[config.mk]
export PLATFORM = sky130hd
export DESIGN_NAME = asram_bridge
export DESIGN_NICKNAME = d
export VERILOG_FILES = /design/src/rtl/asram_pkg.sv /design/src/rtl/asram_timer.sv /design/src/rtl/asram_fsm.sv /design/src/rtl/asram_bridge.sv
export SDC_FILE = /design/constraint.sdc
export NUM_CORES = 1
export LEC_CHECK = 0
export BUFFER_PORTS_ARGS = -buffer_cell sky130_fd_sc_hd__buf_2
export CORE_MARGIN = 4
export CORE_UTILIZATION = 25
export CTS_BUF_LIST = sky130_fd_sc_hd__clkbuf_16
export DETAILED_ROUTE_END_ITERATION = 8
export PLACE_DENSITY_LB_ADDON = 0.12
export SYNTH_ARGS = -nofsm -noshare
export SYNTH_HDL_FRONTEND = slang
export SYNTH_SLANG_ARGS = --single-unit
[constraint.sdc]
create_clock -name clk -period 1.9 [get_ports clk]
set_input_delay 0.285 -clock clk [delete_from_list [all_inputs] [get_ports clk]]
set_output_delay 0.285 -clock clk [all_outputs]
set_load 0.05 [all_outputs]
[src/rtl/asram_pkg.sv]
package asram_pkg;

  typedef enum logic [2:0] {
    ST_IDLE  = 3'd0,
    ST_READ  = 3'd1,
    ST_WRITE = 3'd2,
    ST_HOLD  = 3'd3,
    ST_GAP   = 3'd4
  } asram_state_e;

  function automatic int max2(input int a, input int b);
    return (a > b) ? a : b;
  endfunction

endpackage

[src/rtl/asram_timer.sv]
module asram_timer #(
  parameter int CW = 4
) (
  input  logic          clk,
  input  logic          rst,
  input  logic          load,
  input  logic [CW-1:0] load_val,
  output logic [CW-1:0] cnt,
  output logic          zero
);

  always_ff @(posedge clk) begin
    if (rst)              cnt <= '0;
    else if (load)        cnt <= load_val;
    else if (cnt != '0)   cnt <= cnt - 1'b1;
  end

  assign zero = (cnt == '0);

  // wait counts step down by one each cycle when not reloaded
  a_r3_timer_step: assert property (@(posedge clk) disable iff (rst)
    (!load && cnt != '0) |=> (cnt == $past(cnt) - 1'b1));

endmodule

[src/rtl/asram_fsm.sv]
module asram_fsm
  import asram_pkg::*;
#(
  parameter int RD_CYC   = 5,
  parameter int WR_CYC   = 5,
  parameter int DRV_DLY  = 2,
  parameter int HOLD_CYC = 1,
  parameter int GAP_CYC  = 1,
  parameter int CW       = 3
) (
  input  logic          clk,
  input  logic          rst,
  input  logic          req_valid,
  input  logic          req_write,
  input  logic [CW-1:0] cnt,
  input  logic          cnt_zero,
  output asram_state_e  st,
  output logic          accept,
  output logic          access_end,
  output logic          capture,
  output logic          ack_nxt,
  output logic          drive_nxt,
  output logic          load,
  output logic [CW-1:0] load_val
);

  localparam logic [CW-1:0] RD_LOAD   = CW'(RD_CYC - 1);
  localparam logic [CW-1:0] WR_LOAD   = CW'(WR_CYC - 1);
  localparam logic [CW-1:0] HOLD_LOAD = CW'(HOLD_CYC - 1);
  localparam logic [CW-1:0] GAP_LOAD  = CW'(GAP_CYC - 1);
  localparam logic [CW-1:0] DRV_MARK  = CW'(WR_CYC - DRV_DLY);

  asram_state_e st_nxt;

  always_comb begin
    st_nxt     = st;
    accept     = 1'b0;
    access_end = 1'b0;
    capture    = 1'b0;
    ack_nxt    = 1'b0;
    load       = 1'b0;
    load_val   = '0;
    unique case (st)
      ST_IDLE: if (req_valid) begin
        accept   = 1'b1;
        load     = 1'b1;
        st_nxt   = req_write ? ST_WRITE : ST_READ;
        load_val = req_write ? WR_LOAD : RD_LOAD;
      end
      ST_READ: if (cnt_zero) begin
        access_end = 1'b1;
        capture    = 1'b1;
        ack_nxt    = 1'b1;
        load       = 1'b1;
        load_val   = GAP_LOAD;
        st_nxt     = ST_GAP;
      end
      ST_WRITE: if (cnt_zero) begin
        access_end = 1'b1;
        load       = 1'b1;
        load_val   = HOLD_LOAD;
        st_nxt     = ST_HOLD;
      end
      ST_HOLD: if (cnt_zero) begin
        ack_nxt  = 1'b1;
        load     = 1'b1;
        load_val = GAP_LOAD;
        st_nxt   = ST_GAP;
      end
      ST_GAP: if (cnt_zero) st_nxt = ST_IDLE;
      default: st_nxt = ST_IDLE;
    endcase
  end

  // data pins driven from cycle DRV_DLY+1 of the write pulse through the hold
  assign drive_nxt = ((st == ST_WRITE) && (cnt <= DRV_MARK)) ||
                     ((st == ST_HOLD) && !cnt_zero);

  always_ff @(posedge clk) begin
    if (rst) st <= ST_IDLE;
    else     st <= st_nxt;
  end

  // the timer is idle whenever a command can be accepted
  a_r2_idle_timer_clear: assert property (@(posedge clk) disable iff (rst)
    (st == ST_IDLE) |-> cnt_zero);

  // completion leads to the gap state
  a_r8_ack_to_gap: assert property (@(posedge clk) disable iff (rst)
    ack_nxt |=> (st == ST_GAP));

endmodule

[src/rtl/asram_bridge.sv]
module asram_bridge
  import asram_pkg::*;
#(
  parameter int ADDR_W   = 18,
  parameter int DATA_W   = 16,
  parameter int RD_CYC   = 5,
  parameter int WR_CYC   = 5,
  parameter int DRV_DLY  = 2,
  parameter int HOLD_CYC = 1,
  parameter int GAP_CYC  = 1
) (
  input  logic                  clk,
  input  logic                  rst,
  input  logic                  req_valid,
  input  logic                  req_write,
  input  logic [ADDR_W-1:0]     req_addr,
  input  logic [DATA_W/8-1:0]   req_be,
  input  logic [DATA_W-1:0]     req_wdata,
  output logic                  req_ready,
  output logic                  rsp_ack,
  output logic [DATA_W-1:0]     rsp_rdata,
  output logic [ADDR_W-1:0]     sram_addr,
  output logic                  sram_ce_n,
  output logic                  sram_we_n,
  output logic                  sram_oe_n,
  output logic [DATA_W/8-1:0]   sram_bl_n,
  output logic [DATA_W-1:0]     sram_dq_o,
  output logic                  sram_dq_oe,
  input  logic [DATA_W-1:0]     sram_dq_i
);

  localparam int LANES = DATA_W / 8;
  localparam int MAXC  = max2(max2(RD_CYC, WR_CYC), max2(HOLD_CYC, GAP_CYC));
  localparam int CW    = $clog2(MAXC + 1);

  asram_state_e  st;
  logic          accept, access_end, capture, ack_nxt, drive_nxt, load;
  logic [CW-1:0] load_val, cnt;
  logic          cnt_zero;

  asram_timer #(.CW(CW)) u_timer (
    .clk      (clk),
    .rst      (rst),
    .load     (load),
    .load_val (load_val),
    .cnt      (cnt),
    .zero     (cnt_zero)
  );

  asram_fsm #(
    .RD_CYC   (RD_CYC),
    .WR_CYC   (WR_CYC),
    .DRV_DLY  (DRV_DLY),
    .HOLD_CYC (HOLD_CYC),
    .GAP_CYC  (GAP_CYC),
    .CW       (CW)
  ) u_fsm (
    .clk        (clk),
    .rst        (rst),
    .req_valid  (req_valid),
    .req_write  (req_write),
    .cnt        (cnt),
    .cnt_zero   (cnt_zero),
    .st         (st),
    .accept     (accept),
    .access_end (access_end),
    .capture    (capture),
    .ack_nxt    (ack_nxt),
    .drive_nxt  (drive_nxt),
    .load       (load),
    .load_val   (load_val)
  );

  assign req_ready = (st == ST_IDLE);

  // control strobes and address, all registered
  always_ff @(posedge clk) begin
    if (rst) begin
      sram_ce_n  <= 1'b1;
      sram_we_n  <= 1'b1;
      sram_oe_n  <= 1'b1;
      sram_addr  <= '0;
      sram_dq_o  <= '0;
      sram_dq_oe <= 1'b0;
      rsp_ack    <= 1'b0;
    end else begin
      rsp_ack    <= ack_nxt;
      sram_dq_oe <= drive_nxt;
      if (accept) begin
        sram_addr <= req_addr;
        sram_dq_o <= req_wdata;
        sram_ce_n <= 1'b0;
        sram_we_n <= !req_write;
        sram_oe_n <= req_write;
      end else if (access_end) begin
        sram_ce_n <= 1'b1;
        sram_we_n <= 1'b1;
        sram_oe_n <= 1'b1;
      end
    end
  end

  // per-lane strobes and read capture
  for (genvar l = 0; l < LANES; l++) begin : g_lane
    logic       bl_q;
    logic [7:0] rd_q;
    always_ff @(posedge clk) begin
      if (rst) begin
        bl_q <= 1'b1;
        rd_q <= '0;
      end else begin
        if (accept)          bl_q <= !req_be[l];
        else if (access_end) bl_q <= 1'b1;
        if (capture)         rd_q <= sram_dq_i[l*8 +: 8];
      end
    end
    assign sram_bl_n[l]        = bl_q;
    assign rsp_rdata[l*8 +: 8] = rd_q;
  end

  // the controller never drives while the memory output is enabled
  a_r5_no_contention: assert property (@(posedge clk) disable iff (rst)
    sram_dq_oe |-> sram_oe_n);

  // drive begins only after the write strobe has already been low
  a_r5_drive_after_we: assert property (@(posedge clk) disable iff (rst)
    $rose(sram_dq_oe) |-> (!sram_we_n && $past(!sram_we_n)));

  // write strobe only with select low and output strobe high
  a_r4_write_strobes: assert property (@(posedge clk) disable iff (rst)
    !sram_we_n |-> (!sram_ce_n && sram_oe_n));

  // address steady during a read
  a_r3_read_addr_stable: assert property (@(posedge clk) disable iff (rst)
    (!sram_oe_n && $past(!sram_oe_n)) |-> $stable(sram_addr));

  // an access starts only from an accepted command
  a_r2_start_from_idle: assert property (@(posedge clk) disable iff (rst)
    $fell(sram_ce_n) |-> $past(req_valid && req_ready));

  // select high for at least two cycles before each access
  a_r7_gap_before_access: assert property (@(posedge clk) disable iff (rst)
    $fell(sram_ce_n) |-> ($past(sram_ce_n) && $past(sram_ce_n, 2)));

  // lane strobes idle with select
  a_r6_lanes_idle: assert property (@(posedge clk) disable iff (rst)
    sram_ce_n |-> (&sram_bl_n));

  // acknowledge is a single-cycle pulse
  a_r8_ack_single: assert property (@(posedge clk) disable iff (rst)
    rsp_ack |=> !rsp_ack);

endmodule

==> impl_metrics.csv, run 1 <==
group,metric,value,unit
detailed_routing,drc,0,
critical_path,critical_path_peak_fanout,6,
timing,hold_viol,0,
critical_path,r2r-start,"u_timer.cnt[0]",
place,portBuffers,113,
critical_path,slowest_stage,"dfxtp_1",
final_layout,antenna_cells,0,
critical_path,cp-end-kind,"flop",
place,hpwl,5098,um
power,peakVddDrop,0.0005209,V
synth,ys_seq_area_share,51.51,%
timing,fin_setup_tns,0,ns
grt,antenna_found_initial,0,
synth,synth_edf_count,0,
synth,postSynthAreaPerCell,8.329,sq um
detailed_routing,antenna_left,0,
final_layout,fill_cells,1055,
floorplan,die_y,107.0,um
synth,yosys.area.top_type,"dfxtp_1",
power,power.density,1683,nW/um^2
timing,post-route-period-util,83.04,%
place,post-place-ws,0.3406,ns
synth,netlist_area,2449,sq um
critical_path,ff2ff_path_depth,5,
timing,worst_pin_slew,0.5366,ns
min_path,hold_path.startpoint,"req_wdata[2]",
timing,finalWorstSetupSlack,0.3223,ns
timing,fin_skew,0.004507,ns
grt,grt_max_degree,30,
clocking,cts_tree,"yes",
clocking,clock_sinks,63,
timing,min_period,1.578,ns
flow_run,cap_violations,0,
timing,rsz0062_at_grt,"no",
critical_path,crit_chain,"inv_1 > ha_1 > nor2b_1 > o2bb2ai_1 > a221o_1",
synth,yosysWarnings,0,
clocking,cts.path.max_buffers,2,
critical_path,worstSetupPathType,"reg2reg",
final_layout,fin_nets,463,
detailed_routing,routedWlPerCell,13.51,um
critical_path,worstPathRequired,2.11,ns
synth,async_reset_ff_share,0,%
critical_path,max_stage_delay,0.35,ns
detailed_routing,drt_iter0_markers,63,
synth,syn_inst,294,
timing,slew_headroom,64.07,%
timing,finalSetupViolCount,0,
grt,grt_pass1_vias,2273,
clocking,cts_made_buffers,9,
power,p_leak,1.539,nW
detailed_routing,num_vias,2342,
synth,netlist.area_leader.share,51.51,%
critical_path,critPathTopFamily,"compound AO/OA/AOI/OAI gates",
final_layout,final_util,36.85,%
clocking,cts_resized,0,
grt,grt_pass1_wl,11630,um
detailed_routing,wirelength,7271,um
floorplan,core.rowCount,35,
clocking,cts_max_level,3,
min_path,hold_path_depth,3,
final_layout,final_layout_size_suffix_gt1_share,35.70,%
clocking,path_clk_slew,0.05,ns
critical_path,startpoint,"u_timer.cnt[0]",
synth,synth_area_leaders,"dfxtp_1, a21oi_1, nand2_1",
critical_path,cp.arrival,1.79,ns
timing,max_freq,633.8,MHz
grt,grt_overflow,0,
clocking,holdBufCountCts,0,
critical_path,cp_num_buf_inv,1,
floorplan,pin_count,114,
floorplan,die_area,11440,sq um
floorplan,design.core.area,9371,sq um
min_path,hold_path_class,"in2reg",
floorplan,initial_core_util,26.13,%
clocking,cts_root_buffer,"clkbuf_16",
place,gp_congestion,0.7272,
synth,syn_nets,353,
synth,synth-seq-cells,63,
synth,synth.distinct_cells,36,
grt,grt_use_total,12.75,%
detailed_routing,viasPerCell,4.353,
detailed_routing,dr.pass1.iters,4,
synth,synth_top_flop_cell,"dfxtp_1",
floorplan,fp.dieW,107.0,um
critical_path,path_depth,5,
clocking,post_cts_buffers,0,
run_status,status,"finished clean",
clocking,clk_latency,0.32,ns
timing,slew_violations,0,
critical_path,start_kind,"flop",
final_layout,area_delta_synth_final,41.03,%
==> layout by cell type, fill, tap and decap left out, types with 3 or more instances in the layout <==
cell type  Yosys  layout
a21oi_1       58      58
a221o_1        3       3
buf_2          5     113
buf_4          3      12
clkbuf_16      0       9
clkinv_2       0       3
dfxtp_1       63      63
ha_1           3       3
inv_1          4       5
nand2_1       72      72
nand3_1       17      17
nor2_1         3       3
o21ai_0       16      16
==> power breakdown <==
part | internal (mW) | switching [mW]
sequential | 1.60 | 0.178
clock | 1.00 | 0.573
combinational | 0.700 | 1.75
==> final cells by class <==
type	count	area (sq um)	area share, %
multi-input cells	199	1046	30.29
inverters	5	18.77	0.5435
well taps	129	161.4	4.674
clock buffers	9	225.2	6.522
flip-flops and latches	63	1261	36.52
repair buffers	126	675.6	19.57
clock inverters	7	65.06	1.884
==> path summary, 6_finish.rpt <==
kind | to | slack, ns
max | g_lane[1].bl_q | 0.32
min | sram_dq_o[2] | 0.20
max reg2reg | g_lane[1].bl_q | 0.32
min reg2reg | sram_addr[9] | 0.45
==> cell usage after synthesis (2+ instances only) <==
cell type and n:
o21a_1 2, nand3_1 17, buf_2 5, ha_1 3, nand2b_1 2, clkbuf_1 16, buf_6 2, dfxtp_1 63
nor2_1 3, a221o_1 3, a21oi_1 58, o211ai_1 2, o21ai_0 16, inv_1 4, buf_4 3, nand2_1 72
nor3_1 3, a2111oi_0 2
==> worst min-delay path, cell delays in order <==
cell     delay (ns)
buf_2          0.09
nand2_1        0.04
a21oi_1        0.05
==> state kept, by name (all words and copies together), names as in the netlist <==
register     count
g_lane.bl_q      2
g_lane.rd_q     16
rsp_ack          1
sram_addr       18
sram_ce_n        1
sram_dq_o       16
sram_dq_oe       1
sram_oe_n        1
sram_we_n        1
u_fsm.st         3
u_timer.cnt      3
==> layer usage <==
metal	track usage (%)	wire length (um)	share of wire, %
met5	0	0	0
met4	3.014	40	0.55
met3	6.081	606	8.3
met2	19.69	3283	45
met1	16.07	3342	46
==> per-stage QoR <==
stage	power (mW)	instances	hold slack (ns)	area [sq um]
after floorplan	3.649	294	0.4210	2454
after global placement	4.285	522	0.4387	3163
after detailed placement	4.297	522	0.4436	3163
after CTS	5.923	538	0.1860	3453
after global routing	6.192	538	0.1929	3453
final	5.810	538	0.1985	3453
==> cell families (layout without fill, tap and decap cells) <==
kind of cell / count (synthesis) / after routing / synth area share, %
AND/OR/NAND/NOR: 104 / 104 / 19.26
XOR/XNOR: 1 / 1 / 0.3578
buffers and inverters: 32 / 147 / 6.233
multiplexers: 1 / 1 / 0.4088
adder cells (fa/ha/maj): 3 / 3 / 1.533
AO/OA/AOI/OAI: 90 / 90 / 20.70
flip-flops: 63 / 63 / 51.51
Power figures use the tool's default switching activity.
==> run 2, diff against run 1 <==
==> constraint.sdc (replaced) <==
create_clock -name clk -period 1.6 [get_ports clk]
set_input_delay 0.24 -clock clk [delete_from_list [all_inputs] [get_ports clk]]
set_output_delay 0.24 -clock clk [all_outputs]
set_load 0.05 [all_outputs]
==> run 2 against run 1 <==
  * Die area did not move
  * First-iteration DRC count is 60% higher
  * Sequential power increased by 17%
  * Maximum frequency grew 5.2%
  * Worst hold slack got worse by 0.045 ns
  * Final cell count increased by 1.7%
  * Core utilization rose by 1.4 points
  * Critical path type unchanged
  * Largest cell class unchanged
==> impl_metrics.csv, run 2 (synthesized netlist as in run 1, its figures left out) <==
group,metric,value,unit
grt,grt_pass1_vias,2354,
grt,grt_overflow,0,
run_status,status,"finished clean",
power,p_sw,3.034,mW
power,combPwrFrac,43.4,%
floorplan,fp.dieW,107.0,um
detailed_routing,routedWlPerCell,13.41,um
timing,hold_viol,0,
critical_path,cp.arrival,1.75,ns
detailed_routing,drc,0,
timing,min_period,1.500,ns
detailed_routing,antenna_left,0,
final_layout,top_regs,"sram_addr x18, g_lane.rd_q x16, sram_dq_o x16",
floorplan,pin_count,114,
critical_path,cp-end-kind,"flop",
timing,post-route-period-util,93.72,%
clocking,cts_root_buffer,"clkbuf_16",
grt,antenna_found_initial,0,
grt,grt_use_total,12.66,%
final_layout,final_common_cell,"buf_2",
timing,fin_skew,0.005055,ns
detailed_routing,wirelength,7333,um
final_layout,antenna_cells,0,
detailed_routing,dr.pass1.iters,4,
timing,slew_violations,0,
place,portBuffers,113,
clocking,cts_max_level,3,
timing,fin_setup_tns,0,ns
final_layout,top_register,"sram_addr",
power,power.internal,4.248,mW
detailed_routing,viasPerCell,4.466,
timing,max_freq,666.9,MHz
final_layout,multi_input_area,1057,sq um
timing,slew_headroom,73.46,%
critical_path,worstSetupPathType,"reg2reg",
clocking,holdBufCountCts,0,
final_layout,final_cell_mix,"buf_2, nand2_1, dfxtp_1",
place,hpwl,5037,um
power,p_leak,1.602,nW
floorplan,core.rowCount,35,
power,clkPwrFrac,28.0,%
critical_path,worstPathRequired,1.85,ns
floorplan,die_area,11440,sq um
final_layout,largest_reg_flops,18,
critical_path,critical_path_peak_fanout,8,
clocking,clk_latency,0.32,ns
final_layout,fill_cells,1034,
grt,grt_pass1_wl,11560,um
clocking,path_clk_slew,0.06,ns
power,peakVddDrop,0.0006582,V
floorplan,design.core.area,9371,sq um
flow_run,cap_violations,0,
grt,grt_max_degree,48,
place,dp_cells,530,
detailed_routing,num_vias,2443,
timing,rsz0062_at_grt,"yes",
final_layout,register_area,1261,sq um
clocking,clock_sinks,63,
power,pwr-share-seq,28.6,%
floorplan,die_y,107.0,um
clocking,cts.path.max_buffers,2,
clocking,cts_tree,"yes",
detailed_routing,drt_iter0_markers,101,
power,power,7.282,mW
final_layout,fin_nets,472,
min_path,hold_path_class,"in2reg",
final_layout,area_delta_synth_final,46.30,%
timing,finalSetupViolCount,0,
timing,worst_pin_slew,0.3982,ns
power,switching_share,41.67,%
place,gp_congestion,0.6844,
critical_path,start_kind,"flop",
final_layout,final_layout_size_suffix_gt1_share,37.56,%
clocking,cts_made_buffers,9,
floorplan,initial_core_util,26.13,%
final_layout,finalNonFillerCells,547,
power,power.density,2033,nW/um^2
==> run 2: cell types whose count changed in the layout (fill, tap and decap cells not counted), sizes merged <==
cell | before | now
inv | 5 | 4
bufinv | 1 | 2
buf | 126 | 133
clkbuf | 9 | 11
==> run 2: cell type report <==
class / count / share of cell area [%]
flip-flops and latches: 63 / 35.21
multi-input cells: 199 / 29.51
repair buffers: 135 / 21.52
clock buffers: 9 / 6.287
well taps: 129 / 4.506
clock inverters: 7 / 2.445
inverters: 5 / 0.5239
==> run 2: worst paths after layout <==
check / startpoint / endpoint / slack (ns) / cells past startpoint
setup / recovery: u_timer.cnt[0] / g_lane[0].rd_q[5] / 0.10 / 6
hold / removal: req_addr[12] / sram_addr[12] / 0.15 / 3
hold reg to reg: sram_addr[2] / sram_addr[2] / 0.45 / 2
setup reg to reg: u_timer.cnt[0] / g_lane[0].rd_q[5] / 0.10 / 6
==> run 2: routing by layer <==
| layer | global-route usage, % | wire (um) |
|---|---|---|
| met4 | 4.110 | 44 |
| met5 | 0 | 0 |
| met3 | 5.057 | 563 |
| met1 | 15.31 | 3256 |
| met2 | 20.55 | 3467 |
==> run 2: through the flow <==
stage	utilization (%)	worst slack [ns]	hold slack, ns	cell area, sq um
2_1_floorplan	-	0.01324	0.3760	2454
3_3_place_gp	34.66	0.1182	0.4390	3248
3_5_place_dp	34.66	0.09998	0.4436	3248
4_1_cts	38.00	0.05670	0.1422	3561
5_1_grt	38.22	-0.02100	0.1444	3582
6_report	38.22	0.1004	0.1533	3582
==> run 2: what timing repair did <==
item,CTS,global route
buffers inserted,0,0
resized for setup,0,6
setup endpoints to repair,0,18
==> run 2: power groups by stage <==
| stage | Sequential, mW | Combinational [mW] | Clock [mW] |
|---|---|---|---|
| after global placement | 2.11 | 3.14 | 0 |
| after detailed placement | 2.11 | 3.15 | 0 |
| after floorplan | 3.04 | 1.30 | 0 |
| after CTS | 2.08 | 3.15 | 2.12 |
| after global routing | 2.13 | 3.42 | 2.18 |
| final | 2.08 | 3.16 | 2.04 |
==> run 2: critical path: stages (launching register included) <==
cell and delay [ns]:
dfxtp_1 0.33, inv_1 0.09, ha_2 0.22, nor4bb_4 0.33
clkbuf_4 0.26, nand3_1 0.09, a21oi_1 0.12
